[src/rtl/sdt_pkg.sv]
package sdt_pkg;

    typedef enum logic [1:0] {
        ST_IDLE  = 2'd0,
        ST_SHIFT = 2'd1,
        ST_TIMER = 2'd2
    } sdt_state_e;

    localparam int CTL_EN_BIT  = 0;
    localparam int CTL_TMR_BIT = 1;
    localparam int CTL_POL_BIT = 2;
    localparam int CTL_W       = 3;
    localparam int STS_CLR_BIT = 0;

endpackage

[src/rtl/sdt_regs.sv]
module sdt_regs
    import sdt_pkg::*;
#(
    parameter int BYTE_W = 8,
    parameter int LANES  = 2
) (
    input  logic                          clk,
    input  logic                          rst,
    input  logic                          wr_en,
    input  logic [$clog2(LANES+2)-1:0]    wr_addr,
    input  logic [BYTE_W-1:0]             wr_data,
    output logic [BYTE_W*LANES-1:0]       reload,
    output logic                          iface_en,
    output logic                          tmr_ctl,
    output logic                          idle_pol,
    output logic                          irq_clr
);

    localparam int CNT_W       = BYTE_W * LANES;
    localparam int AW          = $clog2(LANES + 2);
    localparam int ADDR_COMMIT = LANES - 1;
    localparam int ADDR_CTL    = LANES;
    localparam int ADDR_STS    = LANES + 1;

    logic [CNT_W-1:0] commit_word;
    logic [CNT_W-1:0] reload_q;
    logic [CTL_W-1:0] ctl_q;

    // Upper byte lanes are staged; the lowest lane comes straight from the bus.
    for (genvar i = 1; i < LANES; i++) begin : g_lane
        logic [BYTE_W-1:0] byte_q;
        always_ff @(posedge clk) begin
            if (rst) begin
                byte_q <= '0;
            end else if (wr_en && (wr_addr == AW'(LANES - 1 - i))) begin
                byte_q <= wr_data;
            end
        end
        assign commit_word[i*BYTE_W +: BYTE_W] = byte_q;
    end
    assign commit_word[BYTE_W-1:0] = wr_data;

    always_ff @(posedge clk) begin
        if (rst) begin
            reload_q <= '0;
        end else if (wr_en && (wr_addr == AW'(ADDR_COMMIT))) begin
            reload_q <= commit_word;
        end
    end

    always_ff @(posedge clk) begin
        if (rst) begin
            ctl_q <= '0;
        end else if (wr_en && (wr_addr == AW'(ADDR_CTL))) begin
            ctl_q <= wr_data[CTL_W-1:0];
        end
    end

    assign reload   = reload_q;
    assign iface_en = ctl_q[CTL_EN_BIT];
    assign tmr_ctl  = ctl_q[CTL_TMR_BIT];
    assign idle_pol = ctl_q[CTL_POL_BIT];
    assign irq_clr  = wr_en && (wr_addr == AW'(ADDR_STS)) && wr_data[STS_CLR_BIT];

endmodule

[src/rtl/sdt_mode_fsm.sv]
module sdt_mode_fsm
    import sdt_pkg::*;
(
    input  logic       clk,
    input  logic       rst,
    input  logic       iface_en,
    input  logic       tmr_ctl,
    input  logic       xfer_active,
    output sdt_state_e state
);

    sdt_state_e state_q;
    sdt_state_e state_d;

    always_comb begin
        state_d = state_q;
        unique case (state_q)
            ST_IDLE: begin
                if (iface_en && xfer_active) begin
                    state_d = ST_SHIFT;            // START
                end else if (!iface_en && tmr_ctl) begin
                    state_d = ST_TIMER;            // ARM
                end
            end
            ST_SHIFT: begin
                if (!(iface_en && xfer_active)) begin
                    state_d = ST_IDLE;             // STOP
                end
            end
            ST_TIMER: begin
                if (iface_en || !tmr_ctl) begin
                    state_d = ST_IDLE;             // DISARM
                end
            end
            default: state_d = ST_IDLE;
        endcase
    end

    always_ff @(posedge clk) begin
        if (rst) begin
            state_q <= ST_IDLE;
        end else begin
            state_q <= state_d;
        end
    end

    assign state = state_q;

    AST_SHIFT_NEEDS_EN: assert property (@(posedge clk) disable iff (rst)
        (state_q == ST_SHIFT) |-> $past(iface_en));

    AST_TIMER_NEEDS_DIS: assert property (@(posedge clk) disable iff (rst)
        (state_q == ST_TIMER) |-> !$past(iface_en));

endmodule

[src/rtl/sdt_count.sv]
module sdt_count
    import sdt_pkg::*;
#(
    parameter int CNT_W = 16
) (
    input  logic             clk,
    input  logic             rst,
    input  sdt_state_e       state,
    input  logic [CNT_W-1:0] reload,
    output logic             expire
);

    localparam logic [CNT_W-1:0] ONE = CNT_W'(1);

    logic [CNT_W-1:0] cnt_q;
    logic             running;

    assign running = (state != ST_IDLE);
    assign expire  = running && (cnt_q == ONE);

    // A loaded zero wraps through all ones, giving a full 2^CNT_W count.
    always_ff @(posedge clk) begin
        if (rst) begin
            cnt_q <= '0;
        end else begin
            unique case (state)
                ST_SHIFT, ST_TIMER: begin
                    if (cnt_q == ONE) begin
                        cnt_q <= reload;
                    end else begin
                        cnt_q <= cnt_q - ONE;
                    end
                end
                default: cnt_q <= reload;
            endcase
        end
    end

    AST_HOLD_IDLE: assert property (@(posedge clk) disable iff (rst)
        (state == ST_IDLE) |=> (cnt_q == $past(reload)));

    AST_COUNT_STEP: assert property (@(posedge clk) disable iff (rst)
        (running && cnt_q != ONE) |=> (cnt_q == $past(cnt_q) - ONE));

    AST_EXPIRY_RELOAD: assert property (@(posedge clk) disable iff (rst)
        expire |=> (cnt_q == $past(reload)));

endmodule

[src/rtl/sdt_outs.sv]
module sdt_outs
    import sdt_pkg::*;
(
    input  logic       clk,
    input  logic       rst,
    input  sdt_state_e state,
    input  logic       expire,
    input  logic       idle_pol,
    input  logic       irq_clr,
    output logic       sck,
    output logic       sck_tog,
    output logic       irq
);

    logic sck_q;
    logic tog_q;
    logic irq_q;

    always_ff @(posedge clk) begin
        if (rst) begin
            sck_q <= 1'b0;
            tog_q <= 1'b0;
            irq_q <= 1'b0;
        end else begin
            tog_q <= (state == ST_SHIFT) && expire;
            unique case (state)
                ST_SHIFT: sck_q <= expire ? ~sck_q : sck_q;
                default:  sck_q <= idle_pol;
            endcase
            if ((state == ST_TIMER) && expire) begin
                irq_q <= 1'b1;
            end else if (irq_clr) begin
                irq_q <= 1'b0;
            end
        end
    end

    assign sck     = sck_q;
    assign sck_tog = tog_q;
    assign irq     = irq_q;

    AST_STROBE_EDGE: assert property (@(posedge clk) disable iff (rst)
        tog_q |-> (sck_q != $past(sck_q)));

    AST_TOG_SHIFT: assert property (@(posedge clk) disable iff (rst)
        tog_q |-> ($past(state) == ST_SHIFT));

    AST_SCK_IDLE_LEVEL: assert property (@(posedge clk) disable iff (rst)
        (state == ST_IDLE) |=> (sck_q == $past(idle_pol)));

    AST_IRQ_STICKY: assert property (@(posedge clk) disable iff (rst)
        (irq_q && !irq_clr) |=> irq_q);

    AST_IRQ_TIMER_ONLY: assert property (@(posedge clk) disable iff (rst)
        $rose(irq_q) |-> ($past(state) == ST_TIMER));

endmodule

[src/rtl/spi_clkdiv_timer.sv]
module spi_clkdiv_timer
    import sdt_pkg::*;
#(
    parameter int BYTE_W = 8,
    parameter int LANES  = 2
) (
    input  logic                       clk,
    input  logic                       rst,
    input  logic                       wr_en,
    input  logic [$clog2(LANES+2)-1:0] wr_addr,
    input  logic [BYTE_W-1:0]          wr_data,
    input  logic                       xfer_active,
    output logic                       sck,
    output logic                       sck_tog,
    output logic                       tmr_irq
);

    localparam int CNT_W = BYTE_W * LANES;

    logic [CNT_W-1:0] reload;
    logic             iface_en;
    logic             tmr_ctl;
    logic             idle_pol;
    logic             irq_clr;
    logic             expire;
    sdt_state_e       state;

    sdt_regs #(.BYTE_W(BYTE_W), .LANES(LANES)) u_regs (
        .clk      (clk),
        .rst      (rst),
        .wr_en    (wr_en),
        .wr_addr  (wr_addr),
        .wr_data  (wr_data),
        .reload   (reload),
        .iface_en (iface_en),
        .tmr_ctl  (tmr_ctl),
        .idle_pol (idle_pol),
        .irq_clr  (irq_clr)
    );

    sdt_mode_fsm u_fsm (
        .clk         (clk),
        .rst         (rst),
        .iface_en    (iface_en),
        .tmr_ctl     (tmr_ctl),
        .xfer_active (xfer_active),
        .state       (state)
    );

    sdt_count #(.CNT_W(CNT_W)) u_count (
        .clk    (clk),
        .rst    (rst),
        .state  (state),
        .reload (reload),
        .expire (expire)
    );

    sdt_outs u_outs (
        .clk      (clk),
        .rst      (rst),
        .state    (state),
        .expire   (expire),
        .idle_pol (idle_pol),
        .irq_clr  (irq_clr),
        .sck      (sck),
        .sck_tog  (sck_tog),
        .irq      (tmr_irq)
    );

endmodule

[config.mk]
export PLATFORM = sky130hd
export DESIGN_NAME = spi_clkdiv_timer
export DESIGN_NICKNAME = d
export VERILOG_FILES = /design/src/rtl/sdt_pkg.sv /design/src/rtl/sdt_regs.sv /design/src/rtl/sdt_mode_fsm.sv /design/src/rtl/sdt_count.sv /design/src/rtl/sdt_outs.sv /design/src/rtl/spi_clkdiv_timer.sv
export SDC_FILE = /design/constraint.sdc
export NUM_CORES = 1
export LEC_CHECK = 0
export ABC_CLOCK_PERIOD_IN_PS = 2400
export BUFFER_PORTS_ARGS = -buffer_cell sky130_fd_sc_hd__buf_4
export CAP_MARGIN = 20
export CORE_UTILIZATION = 58
export CTS_CLUSTER_SIZE = 25
export DETAILED_ROUTE_END_ITERATION = 8
export PLACE_DENSITY = 0.77
export SYNTH_ARGS = -nofsm -noshare
export SYNTH_HDL_FRONTEND = slang
export SYNTH_SLANG_ARGS = --single-unit
export TNS_END_PERCENT = 1
[constraint.sdc]
create_clock -name clk -period 2.4 [get_ports clk]
set_input_delay 0.48 -clock clk [delete_from_list [all_inputs] [get_ports clk]]
set_output_delay 0.48 -clock clk [all_outputs]
set_load 0.05 [all_outputs]
# Word level (Yosys, flattened, before mapping)
# Index checks and enable logic that the tools add are counted.
# op_classes
add_sub_neg,1
n_eq_ne,10
muxes,11
bitwise,1
reduce_logical,19
# op_table
op,count
2-to-1 mux 16 bit,2
== test 16 x 1 -> 1 bit (second input constant),1
subtractor 16 x 1 -> 16 bit (second input constant),1
logical AND 1 bit,10
2-to-1 mux 2 bit,4
== test 2 bit (second input constant),3
one-hot mux 2 bit (3 select lines),1
== test 2 x 1 -> 1 bit (second input constant),2
zero test 2 bit,2
2-to-1 mux 1 bit,4
inequality test 2 bit (second input constant),2
nonzero test 2 bit,2
inequality test 3 x 1 -> 1 bit (second input constant),1
AND reduction 3 bit,1
zero test 1 bit,2
inequality test 2 x 1 -> 1 bit (second input constant),1
OR reduction 2 bit,1
logical OR 1 bit,1
NOT 1 bit,1
# totals
regBits,48
inputBits,14
out_inout_bits,3
elab_cells,50

# Longest topological paths before layout
# logic_depth
word_depth,5
mapped_depth,8
mapped_depth_nobuf,6

# Modules after synthesis
# Synthesis repeated with hierarchy kept, for this count alone.
# unflattened
hier_cells,226
hier_area_um2,2361.0
# modules_own_cells
module,instances,cells_per_inst,area_per_inst_um2,seq_area_each_um2
sdt_regs,1,101,1127.3,540.5
sdt_count,1,110,1038.5,320.3
sdt_outs,1,11,127.6,60.1
sdt_mode_fsm,1,4,67.6,40.0

# Least setup slack after synthesis
# OpenSTA, ideal clock, no wires.
# synth_timing
path_kind,register -> register
startpoint,register u_count.cnt_q[0]
endpoint,register u_count.cnt_q[10]
arrival_ns,1.642
required_ns,2.319
path_slack_ns,0.677
path_stages_with_launch,8
path_buffers,2
cell_sequence,dfxtp_1 > ha_1 > nor3b_1 > nand4_4 > and2_4 > buf_6 > buf_6 > a211oi_2
# synth_between
elab_chain_len,3
elab_cells_between_ends,4
# synth_lines
item,line,rtl
"start, declared",sdt_count.sv:15,logic [CNT_W-1:0] cnt_q;
"start signal, assigned",sdt_count.sv:29,cnt_q <= reload;
"start signal, assigned",sdt_count.sv:31,cnt_q <= cnt_q - ONE;
"start signal, assigned",sdt_count.sv:34,default: cnt_q <= reload;
subtractor 16 x 1 -> 16 bit or == test 16 x 1 -> 1 bit (tied branches),"sdt_count.sv:31, sdt_count.sv:28",
2-to-1 mux 16 bit (*),sdt_count.sv:28,if (cnt_q == ONE) begin
2-to-1 mux 16 bit (*),sdt_count.sv:26,unique case (state)
# Mark *: on every way between the ends. The rest lies on a longest branch, timed or not.
# A chain may end at the register's enable or synchronous reset.

# Final worst setup path
# layout_timing
startpoint,register u_count.cnt_q[0]
endpoint,register u_count.cnt_q[0]
# Same word-level chain as after synthesis.

==> metrics.yaml <==
status: "finished, final reports clean"
dieArea_um2: 4010
placementRows: 21
dieWidth_um: 63.3
synth_area_leader_cell: "dfxtp_1"
seq_area_um2: 961
design_area_um2: 2440
grt_max_degree: 49
clock_latency_ps: 310
place_ws_ps: 460
grt_use_met3: 0.0525
worst_clock_skew_ps: 9.09
setup_tns_ps: 0
min_period_ps: 1960
synthToLayoutAreaGrowth_pct: 12.0
finalSetupViolations: 0
routed_wl_um: 4230
final_cell_mix: "dfxtp_1 (48), nand2_1 (39), a21oi_1 (33), buf_4 (19), nor2_1 (18)"
slowest_stage: "dfxtp_1"
worst_slack_ps: 445
grt_use_total: 0.235
drv_slew: 0
p_leak_nw: 0.919
cts-hold-fix-buffers: 0
postSynthCellCount: 239
slowest_delay_ps: 430
yosysSeqAreaShare: 0.441
final_antenna_net_count: 0
synth-main-ff-cell: "dfxtp_1"
n_antenna_cell: 0
cts_made_buffers: 5
maxCapViolations: 0
avgViaCountPerCell: 5.54
die_h_um: 63.3
cp_max_fo: 18
tritoncts: "yes"
power.density_nw_per_um2: 895
synthArstFlopShare: 0
synth_area_leaders: "dfxtp_1 (44%), a21oi_1 (7.6%), nand2_1 (6.7%)"
grt_pass1_vias: 1619
yosysTopAreaCellShare: 0.441
htree_levels: 2
cts_root_buf: "clkbuf_8"
antenna_found_initial: 0
synth.ff_latch_count: 48
critPathRequiredTime_ps: 2620
nNetsFinal: 268
drive_gt1_frac: 0.176
synth_nets: 258
yosysWarnings: 0
multi_input_area_um2: 1120
cts_resized: 0
setup.worst_path.class: "register to register"
period_share: 0.815
vdd_drop_max_mv: 0.534
synth_edf_count: 0
post-cts-setup-buffer-count: 0
worst_setup_path_end_kind: "register"
avgSynthCellArea_um2: 9.12
syn-cell-area_um2: 2180
cts.clk_slew.worst_paths_ps: 90
clock.fmax_ghz: 0.512
layout_commonest_cell: "dfxtp_1"
grt-busiest-layer: "met2"
worstPathArrival_ps: 2170
drc_errors: 0
crit_chain: "ha_1 > nor3b_1 > nand4_4 > and2_4 > a211oi_1"
io_buffers: 16
io_pins: 17
synth_cell_types: 34
grt_pass1_wl_um: 7330
total_power_mw: 2.18
clk_path_buf_depth: 2
clock-sinks: 48
start_util: 0.629
wl_per_cell_um: 14.3
relSlewSlack: 0.622
dp.final_hpwl_um: 2920
place.gp.congestion: 0.776
finalHoldViolCount: 0
rsz0062_at_grt: "no"
grt_use_met2: 0.380
n_fill_cell: 286
grt.overflow.total: 0
dr.pass1.iters: 4
start_kind: "register"
holdCritPathClass: "primary input to register"
worstMarginPinSlew_ps: 562
drt-initial-drc-count: 73
dpl_cell_area_um2: 2300
via_count: 1641
grt.met1_usage: 0.304
fp.coreArea_um2: 3470
final cells by class:
type / count / area share
Clock buffer: 5 / 0.0282
Clock inverter: 3 / 0.0282
Inverter: 6 / 0.00922
Multi-Input combinational cell: 169 / 0.459
Sequential cell: 48 / 0.393
Tap cell: 46 / 0.0236
Timing Repair Buffer: 19 / 0.0584
cell families after synthesis:
group,Yosys count,share of synthesized area
simple gates,82,0.196
compound gates,56,0.177
flops,48,0.441
buf+inv,22,0.0453
mux,14,0.0643
xor+xnor,12,0.0482
fa+ha+maj,5,0.0287
synth_stat cells, types with 3 or more instances:
| library cell | number |
|---|---|
| mux2i_1 | 14 |
| ha_1 | 5 |
| nand4_1 | 5 |
| xor2_1 | 11 |
| a211oi_1 | 4 |
| o21ai_0 | 3 |
| nand2_1 | 39 |
| dfxtp_1 | 48 |
| a311oi_1 | 3 |
| inv_1 | 6 |
| a21oi_1 | 33 |
| clkbuf_1 | 12 |
| nor2_1 | 18 |
| a211oi_2 | 10 |
routing by layer:
metal	part of all wire	wire [µm]
met2	0.46	1950
met1	0.49	2060
met3	0.035	149
met5	0	0
met4	0.015	63
report_power, final:
part	total [mW]	leakage (nW)	internal, mW	switching, mW
registers	0.901	0.390	0.847	0.0531
logic	0.587	0.461	0.234	0.353
clock network	0.697	0.0687	0.419	0.278
metrics by stage:
step	util	std cells	hold WS, ps
detailed placement	0.665	288	443
global route	0.704	296	434
CTS	0.704	296	413
finish	0.704	296	414
global placement	0.665	288	439
floorplan	-	239	431
final timing paths:
check	slack (ps)	startpoint	to	cells past startpoint
max reg2reg	440	u_count.cnt_q[0]	u_count.cnt_q[0]	5
min reg2reg	460	u_regs.g_lane[1].byte_q[6]	u_regs.reload[14]	2
min	410	wr_data[5]	u_regs.g_lane[1].byte_q[5]	3
max	440	u_count.cnt_q[0]	u_count.cnt_q[0]	5
state kept, by name, indices dropped and copies added (netlist names):
register              count
u_count.cnt_q            16
u_regs.reload            16
u_regs.g_lane.byte_q      8
u_regs.ctl_q              3
u_fsm.state               2
u_outs.irq                1
u_outs.sck                1
u_outs.sck_tog            1
worst max-delay path, delay by kind of cell (launching register included):
| family | cells | cell delay (ps) |
|---|---|---|
| AND/OR/NAND/NOR | 3 | 980 |
| AO/OA/AOI/OAI | 1 | 260 |
| flip-flops | 1 | 430 |
| adder cells (fa/ha/maj) | 1 | 200 |
Power figures use the tool's default switching activity.
